File: config.mk
export PLATFORM = sky130hd
export DESIGN_NAME = nbd_decoder
export DESIGN_NICKNAME = d
export VERILOG_FILES = /design/src/rtl/nbd_pkg.sv /design/src/rtl/nbd_window_match.sv /design/src/rtl/nbd_bank_reg.sv /design/src/rtl/nbd_route.sv /design/src/rtl/nbd_decoder.sv
export SDC_FILE = /design/constraint.sdc
export NUM_CORES = 1
export LEC_CHECK = 0
export CAP_MARGIN = 15
export CORE_UTILIZATION = 40
export DETAILED_ROUTE_END_ITERATION = 12
export PLACE_DENSITY = 0.82
export SKIP_CTS_REPAIR_TIMING = 1
export SLEW_MARGIN = 25
export SYNTH_ARGS = -nofsm -noshare
export SYNTH_HDL_FRONTEND = slang
export SYNTH_SLANG_ARGS = --single-unit
File: constraint.sdc
create_clock -name clk -period 6.4 [get_ports clk]
set_clock_uncertainty 0.2 [all_clocks]
set_input_delay 1.28 -clock clk [delete_from_list [all_inputs] [get_ports clk]]
set_output_delay 1.28 -clock clk [all_outputs]
set_load 0.05 [all_outputs]
File: src/rtl/nbd_pkg.sv
package nbd_pkg;
    localparam int ADDR_W = 20;
    localparam int NIB_W  = 4;

    // register window
    localparam logic [ADDR_W-1:0] IO_WIN_BASE = 20'h00100;
    localparam int                IO_WIN_SPAN = 64;

    // control areas are 4K aligned; only the bits above AREA_LSB are compared
    localparam int                AREA_LSB       = 12;
    localparam logic [ADDR_W-1:0] BANK_AREA_BASE = 20'h7F000;
    localparam logic [ADDR_W-1:0] PORT_AREA_BASE = 20'h7E000;

    // read addresses that load the bank register, two per bank value
    localparam logic [ADDR_W-1:0] BANK_WIN_BASE = 20'h7F040;
    localparam int                BANK_WIN_SPAN = 64;
    localparam int                BANK_W        = $clog2(BANK_WIN_SPAN / 2);

    localparam logic [NIB_W-1:0]  CTL_NIBBLE = 4'h7;

    // mapped windows sharing the base/mask match rule
    localparam int N_WIN   = 3;
    localparam int WIN_RAM = 0;
    localparam int WIN_P1  = 1;
    localparam int WIN_P2  = 2;

    typedef enum logic [2:0] {
        TGT_NONE,
        TGT_IO,
        TGT_CTL,
        TGT_RAM,
        TGT_P1,
        TGT_P2,
        TGT_ROM
    } target_e;
endpackage

File: src/rtl/nbd_window_match.sv
module nbd_window_match #(
    parameter int AW = 20
) (
    input  logic [AW-1:0] addr,
    input  logic [AW-1:0] base,
    input  logic [AW-1:0] mask,
    output logic          hit,
    output logic [AW-1:0] offset
);
    // masked compare: the mask picks which address bits must equal the base
    assign hit    = ((addr ^ base) & mask) == '0;
    assign offset = addr - base;
endmodule

File: src/rtl/nbd_bank_reg.sv
module nbd_bank_reg
    import nbd_pkg::*;
#(
    parameter int BW = BANK_W
) (
    input  logic              clk,
    input  logic              rst_n,
    input  logic              bank_rd,
    input  logic [ADDR_W-1:0] addr,
    output logic [BW-1:0]     bank_q
);
    logic [BW-1:0] bank_d;
    logic          in_win;

    assign in_win = (addr >= BANK_WIN_BASE) &&
                    (addr <  BANK_WIN_BASE + ADDR_W'(BANK_WIN_SPAN));

    // next value: clear, load from address, or hold
    always_comb begin
        bank_d = bank_q;
        if (bank_rd) begin
            if (addr == BANK_AREA_BASE) begin
                bank_d = '0;
            end else if (in_win) begin
                bank_d = BW'((addr - BANK_WIN_BASE) >> 1);
            end
        end
    end

    always_ff @(posedge clk or negedge rst_n) begin
        if (!rst_n) begin
            bank_q <= '0;
        end else begin
            bank_q <= bank_d;
        end
    end
endmodule

File: src/rtl/nbd_route.sv
module nbd_route
    import nbd_pkg::*;
#(
    parameter int          BANK_SHIFT  = 18,
    parameter int          BW          = BANK_W,
    parameter int          LOC_W       = BANK_SHIFT + BW,
    parameter int unsigned ROM_NIBBLES = 32'h80000
) (
    input  logic                           acc_valid,
    input  logic                           acc_write,
    input  logic [ADDR_W-1:0]              acc_addr,
    input  logic [ADDR_W-1:0]              cfg_io_base,
    input  logic                           cfg_bank_ctl_en,
    input  logic [ADDR_W-1:0]              cfg_p1_base,
    input  logic [ADDR_W-1:0]              cfg_p2_base,
    input  logic                           cfg_p1_is_ram,
    input  logic                           cfg_p2_is_ram,
    input  logic [LOC_W-1:0]               cfg_p1_size_mask,
    input  logic [LOC_W-1:0]               cfg_p2_size_mask,
    input  logic [N_WIN-1:0]               win_hit,
    input  logic [N_WIN-1:0][ADDR_W-1:0]   win_off,
    input  logic [BW-1:0]                  bank_q,
    input  logic [NIB_W-1:0]               rom_rdata,
    input  logic [NIB_W-1:0]               ram_rdata,
    input  logic [NIB_W-1:0]               p1_rdata,
    input  logic [NIB_W-1:0]               p2_rdata,
    input  logic [NIB_W-1:0]               io_rdata,
    output logic                           rom_cs,
    output logic                           ram_cs,
    output logic                           p1_cs,
    output logic                           p2_cs,
    output logic                           io_cs,
    output logic                           ram_we,
    output logic                           p1_we,
    output logic                           p2_we,
    output logic                           io_we,
    output logic [LOC_W-1:0]               local_addr,
    output logic [NIB_W-1:0]               rd_nibble,
    output logic                           bank_rd
);
    target_e    target;
    logic       io_win;
    logic       io_on;
    logic       bank_area;
    logic       port_area;
    logic       p1_ctl;
    logic       p2_ctl;
    logic       in_rom;
    logic [LOC_W-1:0] p2_paged;

    assign io_win    = (acc_addr >= IO_WIN_BASE) &&
                       (acc_addr <  IO_WIN_BASE + ADDR_W'(IO_WIN_SPAN));
    assign io_on     = (cfg_io_base == IO_WIN_BASE);
    assign bank_area = cfg_bank_ctl_en &&
                       (acc_addr[ADDR_W-1:AREA_LSB] == BANK_AREA_BASE[ADDR_W-1:AREA_LSB]);
    assign p1_ctl    = (cfg_p1_base == PORT_AREA_BASE);
    assign p2_ctl    = (cfg_p2_base == PORT_AREA_BASE);
    assign port_area = (p1_ctl || p2_ctl) &&
                       (acc_addr[ADDR_W-1:AREA_LSB] == PORT_AREA_BASE[ADDR_W-1:AREA_LSB]);
    assign in_rom    = 32'(acc_addr) < ROM_NIBBLES;

    // port 2 paging: bank bits sit above the in-window offset
    assign p2_paged  = {bank_q, {BANK_SHIFT{1'b0}}} + LOC_W'(win_off[WIN_P2]);

    // priority chain: window, control areas, RAM, port 1, port 2, store
    always_comb begin
        if (io_win) begin
            target = io_on ? TGT_IO : TGT_NONE;
        end else if (bank_area || port_area) begin
            target = TGT_CTL;
        end else if (win_hit[WIN_RAM]) begin
            target = TGT_RAM;
        end else if (win_hit[WIN_P1] && !p1_ctl) begin
            target = TGT_P1;
        end else if (win_hit[WIN_P2] && !p2_ctl) begin
            target = TGT_P2;
        end else if (in_rom) begin
            target = TGT_ROM;
        end else begin
            target = TGT_NONE;
        end
    end

    // reads in the bank area drive the bank register update
    assign bank_rd = acc_valid && !acc_write && bank_area;

    // per-target outputs
    always_comb begin
        rom_cs     = 1'b0;
        ram_cs     = 1'b0;
        p1_cs      = 1'b0;
        p2_cs      = 1'b0;
        io_cs      = 1'b0;
        ram_we     = 1'b0;
        p1_we      = 1'b0;
        p2_we      = 1'b0;
        io_we      = 1'b0;
        local_addr = '0;
        rd_nibble  = '0;
        unique case (target)
            TGT_IO: begin
                io_cs      = acc_valid;
                io_we      = acc_valid && acc_write;
                local_addr = LOC_W'(acc_addr - IO_WIN_BASE);
                rd_nibble  = io_rdata;
            end
            TGT_CTL: begin
                rd_nibble  = CTL_NIBBLE;
            end
            TGT_RAM: begin
                ram_cs     = acc_valid;
                ram_we     = acc_valid && acc_write;
                local_addr = LOC_W'(win_off[WIN_RAM]);
                rd_nibble  = ram_rdata;
            end
            TGT_P1: begin
                p1_cs      = acc_valid;
                p1_we      = acc_valid && acc_write && cfg_p1_is_ram;
                local_addr = LOC_W'(win_off[WIN_P1]) & cfg_p1_size_mask;
                rd_nibble  = p1_rdata;
            end
            TGT_P2: begin
                p2_cs      = acc_valid;
                p2_we      = acc_valid && acc_write && cfg_p2_is_ram;
                local_addr = p2_paged & cfg_p2_size_mask;
                rd_nibble  = p2_rdata;
            end
            TGT_ROM: begin
                rom_cs     = acc_valid && !acc_write;
                local_addr = LOC_W'(acc_addr);
                rd_nibble  = rom_rdata;
            end
            TGT_NONE: begin
                rd_nibble  = '0;
            end
            default: begin
                rd_nibble  = '0;
            end
        endcase
    end
endmodule

File: src/rtl/nbd_decoder.sv
module nbd_decoder
    import nbd_pkg::*;
#(
    parameter int          BANK_SHIFT  = 18,
    parameter int unsigned ROM_NIBBLES = 32'h80000,
    localparam int         LOC_W       = BANK_SHIFT + BANK_W
) (
    input  logic              clk,
    input  logic              rst_n,
    input  logic              acc_valid,
    input  logic              acc_write,
    input  logic [19:0]       acc_addr,
    input  logic [19:0]       cfg_io_base,
    input  logic [19:0]       cfg_ram_base,
    input  logic [19:0]       cfg_ram_mask,
    input  logic [19:0]       cfg_p1_base,
    input  logic [19:0]       cfg_p1_mask,
    input  logic [19:0]       cfg_p2_base,
    input  logic [19:0]       cfg_p2_mask,
    input  logic              cfg_bank_ctl_en,
    input  logic              cfg_p1_is_ram,
    input  logic              cfg_p2_is_ram,
    input  logic [LOC_W-1:0]  cfg_p1_size_mask,
    input  logic [LOC_W-1:0]  cfg_p2_size_mask,
    input  logic [3:0]        rom_rdata,
    input  logic [3:0]        ram_rdata,
    input  logic [3:0]        p1_rdata,
    input  logic [3:0]        p2_rdata,
    input  logic [3:0]        io_rdata,
    output logic              rom_cs,
    output logic              ram_cs,
    output logic              p1_cs,
    output logic              p2_cs,
    output logic              io_cs,
    output logic              ram_we,
    output logic              p1_we,
    output logic              p2_we,
    output logic              io_we,
    output logic [LOC_W-1:0]  local_addr,
    output logic [3:0]        rd_nibble
);
    logic [N_WIN-1:0][ADDR_W-1:0] win_base;
    logic [N_WIN-1:0][ADDR_W-1:0] win_mask;
    logic [N_WIN-1:0][ADDR_W-1:0] win_off;
    logic [N_WIN-1:0]             win_hit;
    logic [BANK_W-1:0]            bank_q;
    logic                         bank_rd;

    assign win_base[WIN_RAM] = cfg_ram_base;
    assign win_mask[WIN_RAM] = cfg_ram_mask;
    assign win_base[WIN_P1]  = cfg_p1_base;
    assign win_mask[WIN_P1]  = cfg_p1_mask;
    assign win_base[WIN_P2]  = cfg_p2_base;
    assign win_mask[WIN_P2]  = cfg_p2_mask;

    for (genvar g = 0; g < N_WIN; g++) begin : g_win
        nbd_window_match #(.AW(ADDR_W)) u_match (
            .addr   (acc_addr),
            .base   (win_base[g]),
            .mask   (win_mask[g]),
            .hit    (win_hit[g]),
            .offset (win_off[g])
        );
    end

    nbd_bank_reg #(.BW(BANK_W)) u_bank (
        .clk     (clk),
        .rst_n   (rst_n),
        .bank_rd (bank_rd),
        .addr    (acc_addr),
        .bank_q  (bank_q)
    );

    nbd_route #(
        .BANK_SHIFT  (BANK_SHIFT),
        .BW          (BANK_W),
        .LOC_W       (LOC_W),
        .ROM_NIBBLES (ROM_NIBBLES)
    ) u_route (
        .acc_valid        (acc_valid),
        .acc_write        (acc_write),
        .acc_addr         (acc_addr),
        .cfg_io_base      (cfg_io_base),
        .cfg_bank_ctl_en  (cfg_bank_ctl_en),
        .cfg_p1_base      (cfg_p1_base),
        .cfg_p2_base      (cfg_p2_base),
        .cfg_p1_is_ram    (cfg_p1_is_ram),
        .cfg_p2_is_ram    (cfg_p2_is_ram),
        .cfg_p1_size_mask (cfg_p1_size_mask),
        .cfg_p2_size_mask (cfg_p2_size_mask),
        .win_hit          (win_hit),
        .win_off          (win_off),
        .bank_q           (bank_q),
        .rom_rdata        (rom_rdata),
        .ram_rdata        (ram_rdata),
        .p1_rdata         (p1_rdata),
        .p2_rdata         (p2_rdata),
        .io_rdata         (io_rdata),
        .rom_cs           (rom_cs),
        .ram_cs           (ram_cs),
        .p1_cs            (p1_cs),
        .p2_cs            (p2_cs),
        .io_cs            (io_cs),
        .ram_we           (ram_we),
        .p1_we            (p1_we),
        .p2_we            (p2_we),
        .io_we            (io_we),
        .local_addr       (local_addr),
        .rd_nibble        (rd_nibble),
        .bank_rd          (bank_rd)
    );
endmodule

Word-level counts from Yosys, hierarchy flattened
Cells that the tools add are included.
{"block": "op_classes", "n_addsub": 6, "order_cmp": 5, "eq_ne": 12, "muxes": 20, "bitwise": 8, "reduce_logical": 21}
{"operator": "23-bit one-hot mux with 5 select lines", "n": 1}
{"operator": "20-bit bitwise AND", "n": 3}
{"operator": "20-bit by 19-bit == test with 1-bit output (second input constant)", "n": 3}
{"operator": "20-bit zero test", "n": 3}
{"operator": "20-bit subtractor", "n": 3}
{"operator": "20-bit XOR", "n": 3}
{"operator": "4-bit one-hot mux with 6 select lines", "n": 1}
{"operator": "23-bit by 20-bit adder with 23-bit output", "n": 1}
{"operator": "20-bit by 23-bit bitwise AND with 23-bit output", "n": 1}
{"operator": "23-bit bitwise AND", "n": 1}
{"operator": "20-bit by 9-bit subtractor with 21-bit output (second input constant)", "n": 1}
{"operator": "20-bit by 9-bit == test with 1-bit output (second input constant)", "n": 1}
{"operator": "20-bit by 19-bit greater-or-equal comparator with 1-bit output (second input constant)", "n": 1}
{"operator": "20-bit by 9-bit greater-or-equal comparator with 1-bit output (second input constant)", "n": 1}
{"operator": "20-bit by 19-bit < comparator with 1-bit output (second input constant)", "n": 1}
{"operator": "20-bit < comparator (second input constant)", "n": 1}
{"operator": "20-bit by 9-bit < comparator with 1-bit output (second input constant)", "n": 1}
{"operator": "3-bit 2-to-1 mux", "n": 6}
{"operator": "8-bit by 7-bit == test with 1-bit output (second input constant)", "n": 2}
{"operator": "1-bit logical AND", "n": 11}
{"operator": "1-bit 2-to-1 mux", "n": 10}
{"operator": "5-bit 2-to-1 mux", "n": 2}
{"operator": "3-bit == test (second input constant)", "n": 3}
{"operator": "3-bit by 2-bit == test with 1-bit output (second input constant)", "n": 2}
{"operator": "6 further kinds", "n": 9}
{"block": "word_totals", "ff_bits": 5, "input_bits": 233, "out_inout_bits": 36, "elab_cells": 73}

Longest topological paths before layout
{"block": "logic_depth", "ltp_word": 11, "mapped_depth": 17, "ltp_nobuf": 17}

By module
Synthesis repeated with hierarchy kept, for this count alone.
{"block": "unflattened", "hier_cells": 762, "area_unflattened_um2": 5202.5}
{"mod": "nbd_route", "n_inst": 1, "cells_per_inst": 210, "area_per_inst_um2": 1407.6, "seq_area_each_um2": 0.0}
{"mod": "nbd_window_match (g_win[0].u_match)", "n_inst": 1, "cells_per_inst": 179, "area_per_inst_um2": 1206.2, "seq_area_each_um2": 0.0}
{"mod": "nbd_window_match (g_win[2].u_match)", "n_inst": 1, "cells_per_inst": 177, "area_per_inst_um2": 1168.6, "seq_area_each_um2": 0.0}
{"mod": "nbd_window_match (g_win[1].u_match)", "n_inst": 1, "cells_per_inst": 177, "area_per_inst_um2": 1157.4, "seq_area_each_um2": 0.0}
{"mod": "nbd_bank_reg", "n_inst": 1, "cells_per_inst": 19, "area_per_inst_um2": 262.8, "seq_area_each_um2": 125.1}

Worst setup path after synthesis
Ideal clock, no wire load.
{"block": "synth_path", "path_kind": "input port to output port", "startpoint": "in acc_addr[0]", "endpoint": "out local_addr[19]", "arrival_time_ns": 4.572, "required_ns": 4.920, "path_slack_ns": 0.348, "stages": 17, "path_buffers": 0, "path_cell_list": "inv_1 ha_1 fa_1 nor2b_1 o31ai_1 a21oi_1 o211ai_1 a21boi_0 or4_1 o21ai_0 xnor2_1 ha_1 inv_1 fa_1 inv_1 a31o_1 a311o_1"}
{"block": "synth_between", "elab_chain_cells": 11, "elab_cells_between_ends": 34, "classes_between": "add/sub (5); order compare (3); eq/ne (5); mux (7); bitwise (8); reduce/logical (6)"}
{"item": "from (decl)", "line": "nbd_decoder.sv:12", "text": "input logic [19:0] acc_addr,"}
{"item": "branches (longest 10 deep; another with 23-bit by 20-bit adder with 23-bit output)"}
{"item": "23-bit one-hot mux with 5 select lines *", "line": "nbd_route.sv:100", "text": "unique case (target)"}
{"item": "to (decl)", "line": "nbd_decoder.sv:39", "text": "output logic [LOC_W-1:0] local_addr,"}
Every way passes the cells marked *.

Worst setup path after layout
{"block": "layout_path", "startpoint": "in cfg_p2_base[14]", "endpoint": "out local_addr[19]"}
{"block": "layout_between", "elab_chain_cells": 11, "elab_cells_between_ends": 23, "classes_between": "add/sub (2); eq/ne (6); mux (6); bitwise (3); reduce/logical (6)"}
{"item": "from (decl)", "line": "nbd_decoder.sv:18", "text": "input logic [19:0] cfg_p2_base,"}
{"item": "branches (longest 10 deep; another with 23-bit by 20-bit adder with 23-bit output)"}
{"item": "23-bit one-hot mux with 5 select lines *", "line": "nbd_route.sv:100"}
Marks and branches as above.

==> summary.md <==
| Metric | Value |
|---|---|
| Sequential cell area | between 100 and 150 sq um |
| Placed Cells | 1225 |
| Post-Syn Instances | 721 |
| CP Launch Type | input pin |
| Io pins | between 200 and 300 |
| Initial DRC count | 789 |
| Worst Path Max Fanout | 4 |
| Min-Delay Path Class | register to register |
| Fin crit period | 6.28 ns |
| Vias in the first global route | 6988 |
| Sink Count | 5 |
| First-pass GRT wire length | 36.8 mm |
| # fillers | 939 |
| Max-Cap Viols | 0 |
| Max incr delay on CP | 0.55 ns |
| Clock latency at the later pin of the worst-skew pair | 0.24 ns |
| Vias per cell | 5.91 |
| # diodes | 0 |
| PD cells | 94.4 nW/um^2 |
| Setup crit start | cfg_p2_base[14] |
| DRT Wirelength | 25.3 mm |
| CP top delay family | adder cells |
| P&R area growth vs syn | 81.3% |
| Worst Tran Pin Value | 0.571 ns |
| Most common cell after layout, fill and taps aside | clkdlybuf4s50_1 |
| Crit path DAT | 4.80 ns |
| Async S/R FF share, synth | 1.00 |
| Number of flops mapped to enable cells by yosys | 0 |
| Yosys Warn Count | 0 |
| Post-synthesis net count | 1019 |
| Hold Startpoint | u_bank.bank_q[4]$_DFFE_PN0P_ |
| Layout Cells excl Fill | 1233 |
| R2R setup slack | 5.39 ns |
| Number of CTS-inserted buffers | 3 |
| Required @ worst endpoint | 4.92 ns |
| DR pass1 iterations | 8 |
| CP Class | input pin to output port |
| Layout Nets | 1364 |
| Run status | complete, no violations |
| Min-Delay Endpoint | u_bank.bank_q[4]$_DFFE_PN0P_ |
| Detailed-placement wirelength estimate | approximately 21 mm |
| Reg2Reg Capture Point | u_bank.bank_q[2]$_DFFE_PN0P_ |
| Worst hold slack | 0.345 ns |
| H-tree Lvls | 1 |
| Worst flop-to-flop path startpoint | u_bank.bank_q[2]$_DFFE_PN0P_ |
| Via count | ~7.3k |
| Largest Register | u_bank.bank_q |
| Root Buffer | clkbuf_16 |
| Tcrit/Tclk final | 0.981 |
| CP dominant cell by count | inv_1 |
| Core Footprint | about 12000 sq um |
| Synth Register Bits | 5 |
| Final hold viol count | 0 |
| Routed wire per std cell | roughly 20 um |
| DRC | 0 |
| # rows | 40 |
| Initial antenna violation count | 0 |
| Ys flop type | dfrtp_1 |
| Multi-input gate area | 4610 sq um |
| Die Y | 114 um |
| Crit. End Element | output port |
| Die area | roughly 13000 sq um |
| Seq/Total Area, Yosys | 0.0249 |
| GRT Overall Usage | 0.371 |
| CTS tree | built |
| Final Setup Violations | 0 |
| Initial core utilization | 0.415 |
| Static leakage | approximately 0.0042 uW |
| Top Registers | u_bank.bank_q (5) |
| Fmax | approximately 0.16 GHz |
| Total gr overflow | 0 |
| Min-Delay Path Depth | 1 |
| Commonest cells after routing, fill and taps aside | clkdlybuf4s50_1, inv_1, buf_4 |
| Post-Syn Area | roughly 5000 sq um |
| Max Slew Vio Count | 0 |
| Syn_area_per_cell | 6.97 sq um |
| Die X | around 110 um |
| Antenna-violating nets left | 0 |
| Worst Reg2Reg Path Length in Cells | 1 |
| Port bufs | 265 |
| Max reg flops | 5 |
| Slew headroom | 0.617 |
| Netlist cell types | 82 |
| Placer Congestion | 0.996 |
| Crit-path slowest cell | clkdlybuf4s50_1 |
| Worst path bufs/invs | 5 |
| Clock slew at reported path FFs | ~0.04 ns |
| Worst VDD drop | approximately 0.000058 V |
| Bufs on Longest Clock Path | 2 |
| Largest net degree at the start of global routing | 29 |
| Fraction of layout cells with a size suffix above 1 | 0.171 |
| CP Cell Sequence | clkdlybuf4s50_1 > inv_1 > ha_1 > and3_1 > o211ai_1 > a21boi_1 > or4_1 > o21ai_2 > xnor2_1 > ha_2 > inv_1 > fa_1 > inv_1 > a31o_1 > a311o_1 > buf_6 |
==> through the flow <==
step	instance area, sq um	TNS [ns]	power, uW	setup slack [ns]	util
final	9120	0	861	0.124	0.753
after global routing	9120	-0.00441	908	-0.00441	0.753
after CTS	8880	-1.06	827	-0.449	0.733
after detailed placement	8800	-0.960	714	-0.427	0.726
after global placement	8800	-0.545	708	-0.313	0.726
after floorplan	5030	0	373	0.348	-
==> kinds of logic after synthesis <==
logic type                 after synthesis  synth area share
xor gates and xnor gates                43            0.0749
muxes                                    9            0.0189
adders and majority gates               65             0.168
buffers and inverters                  112            0.0893
DFF                                      5            0.0249
and+or+nand+nor                        274             0.315
AOI/OAI and AO/OA                      213             0.310
==> layer usage <==
metal / wire length (um) / GRT usage / vias to the layer above
met4: 921 / 0.145 / 0
met3: 2310 / 0.0445 / 55
met2: 12300 / 0.664 / 441
met1: 9730 / 0.450 / 3398
met5: 0 / 0 / -
li1: - / - / 3392
==> power breakdown <==
group	leakage [uW]	switching, uW	internal (uW)
clock	0.0000382	26.5	83.1
combinational	0.00411	348	371
sequential	0.0000647	0.0114	31.8
total	0.00421	375	486
==> worst max-delay path by stage <==
stage                     end  slack [ns]  cells after the start
2_1_floorplan  local_addr[19]        0.35                     17
3_3_place_gp   local_addr[19]       -0.31                     18
3_5_place_dp   local_addr[19]       -0.43                     18
4_1_cts        local_addr[19]       -0.45                     18
5_1_grt        local_addr[19]      -0.004                     19
6_report       local_addr[19]        0.12                     16
==> synthesized netlist by cell type, drive strengths merged (6+ instances only) <==
master,count,share of area
xnor2,29,0.051
a2111o,6,0.013
nand4,15,0.019
a221oi,7,0.012
inv,98,0.073
o21bai,6,0.0090
nand3,31,0.031
xor2,14,0.024
ha,61,0.15
nand2,50,0.037
a31oi,8,0.010
clkbuf,6,0.0045
buf,8,0.012
nor3,21,0.025
a31o,6,0.010
and2,7,0.0087
o211ai,7,0.010
and3,12,0.015
a32oi,9,0.016
nor4,13,0.025
nor2,43,0.032
o21a,10,0.015
o22ai,7,0.0087
o21ai,29,0.029
a21oi,43,0.043
nand3b,8,0.012
nor2b,29,0.036
nand2b,17,0.021
a21o,16,0.024
o2111ai,11,0.019
==> layout make-up <==
| cell class | count | area share |
|---|---|---|
| Clock buffer | 4 | 0.00865 |
| Inverter | 98 | 0.0403 |
| Multi-Input combinational cell | 604 | 0.506 |
| Sequential cell | 5 | 0.0137 |
| Tap cell | 168 | 0.0231 |
| Timing Repair Buffer | 354 | 0.409 |
Power figures use the tool's default switching activity.
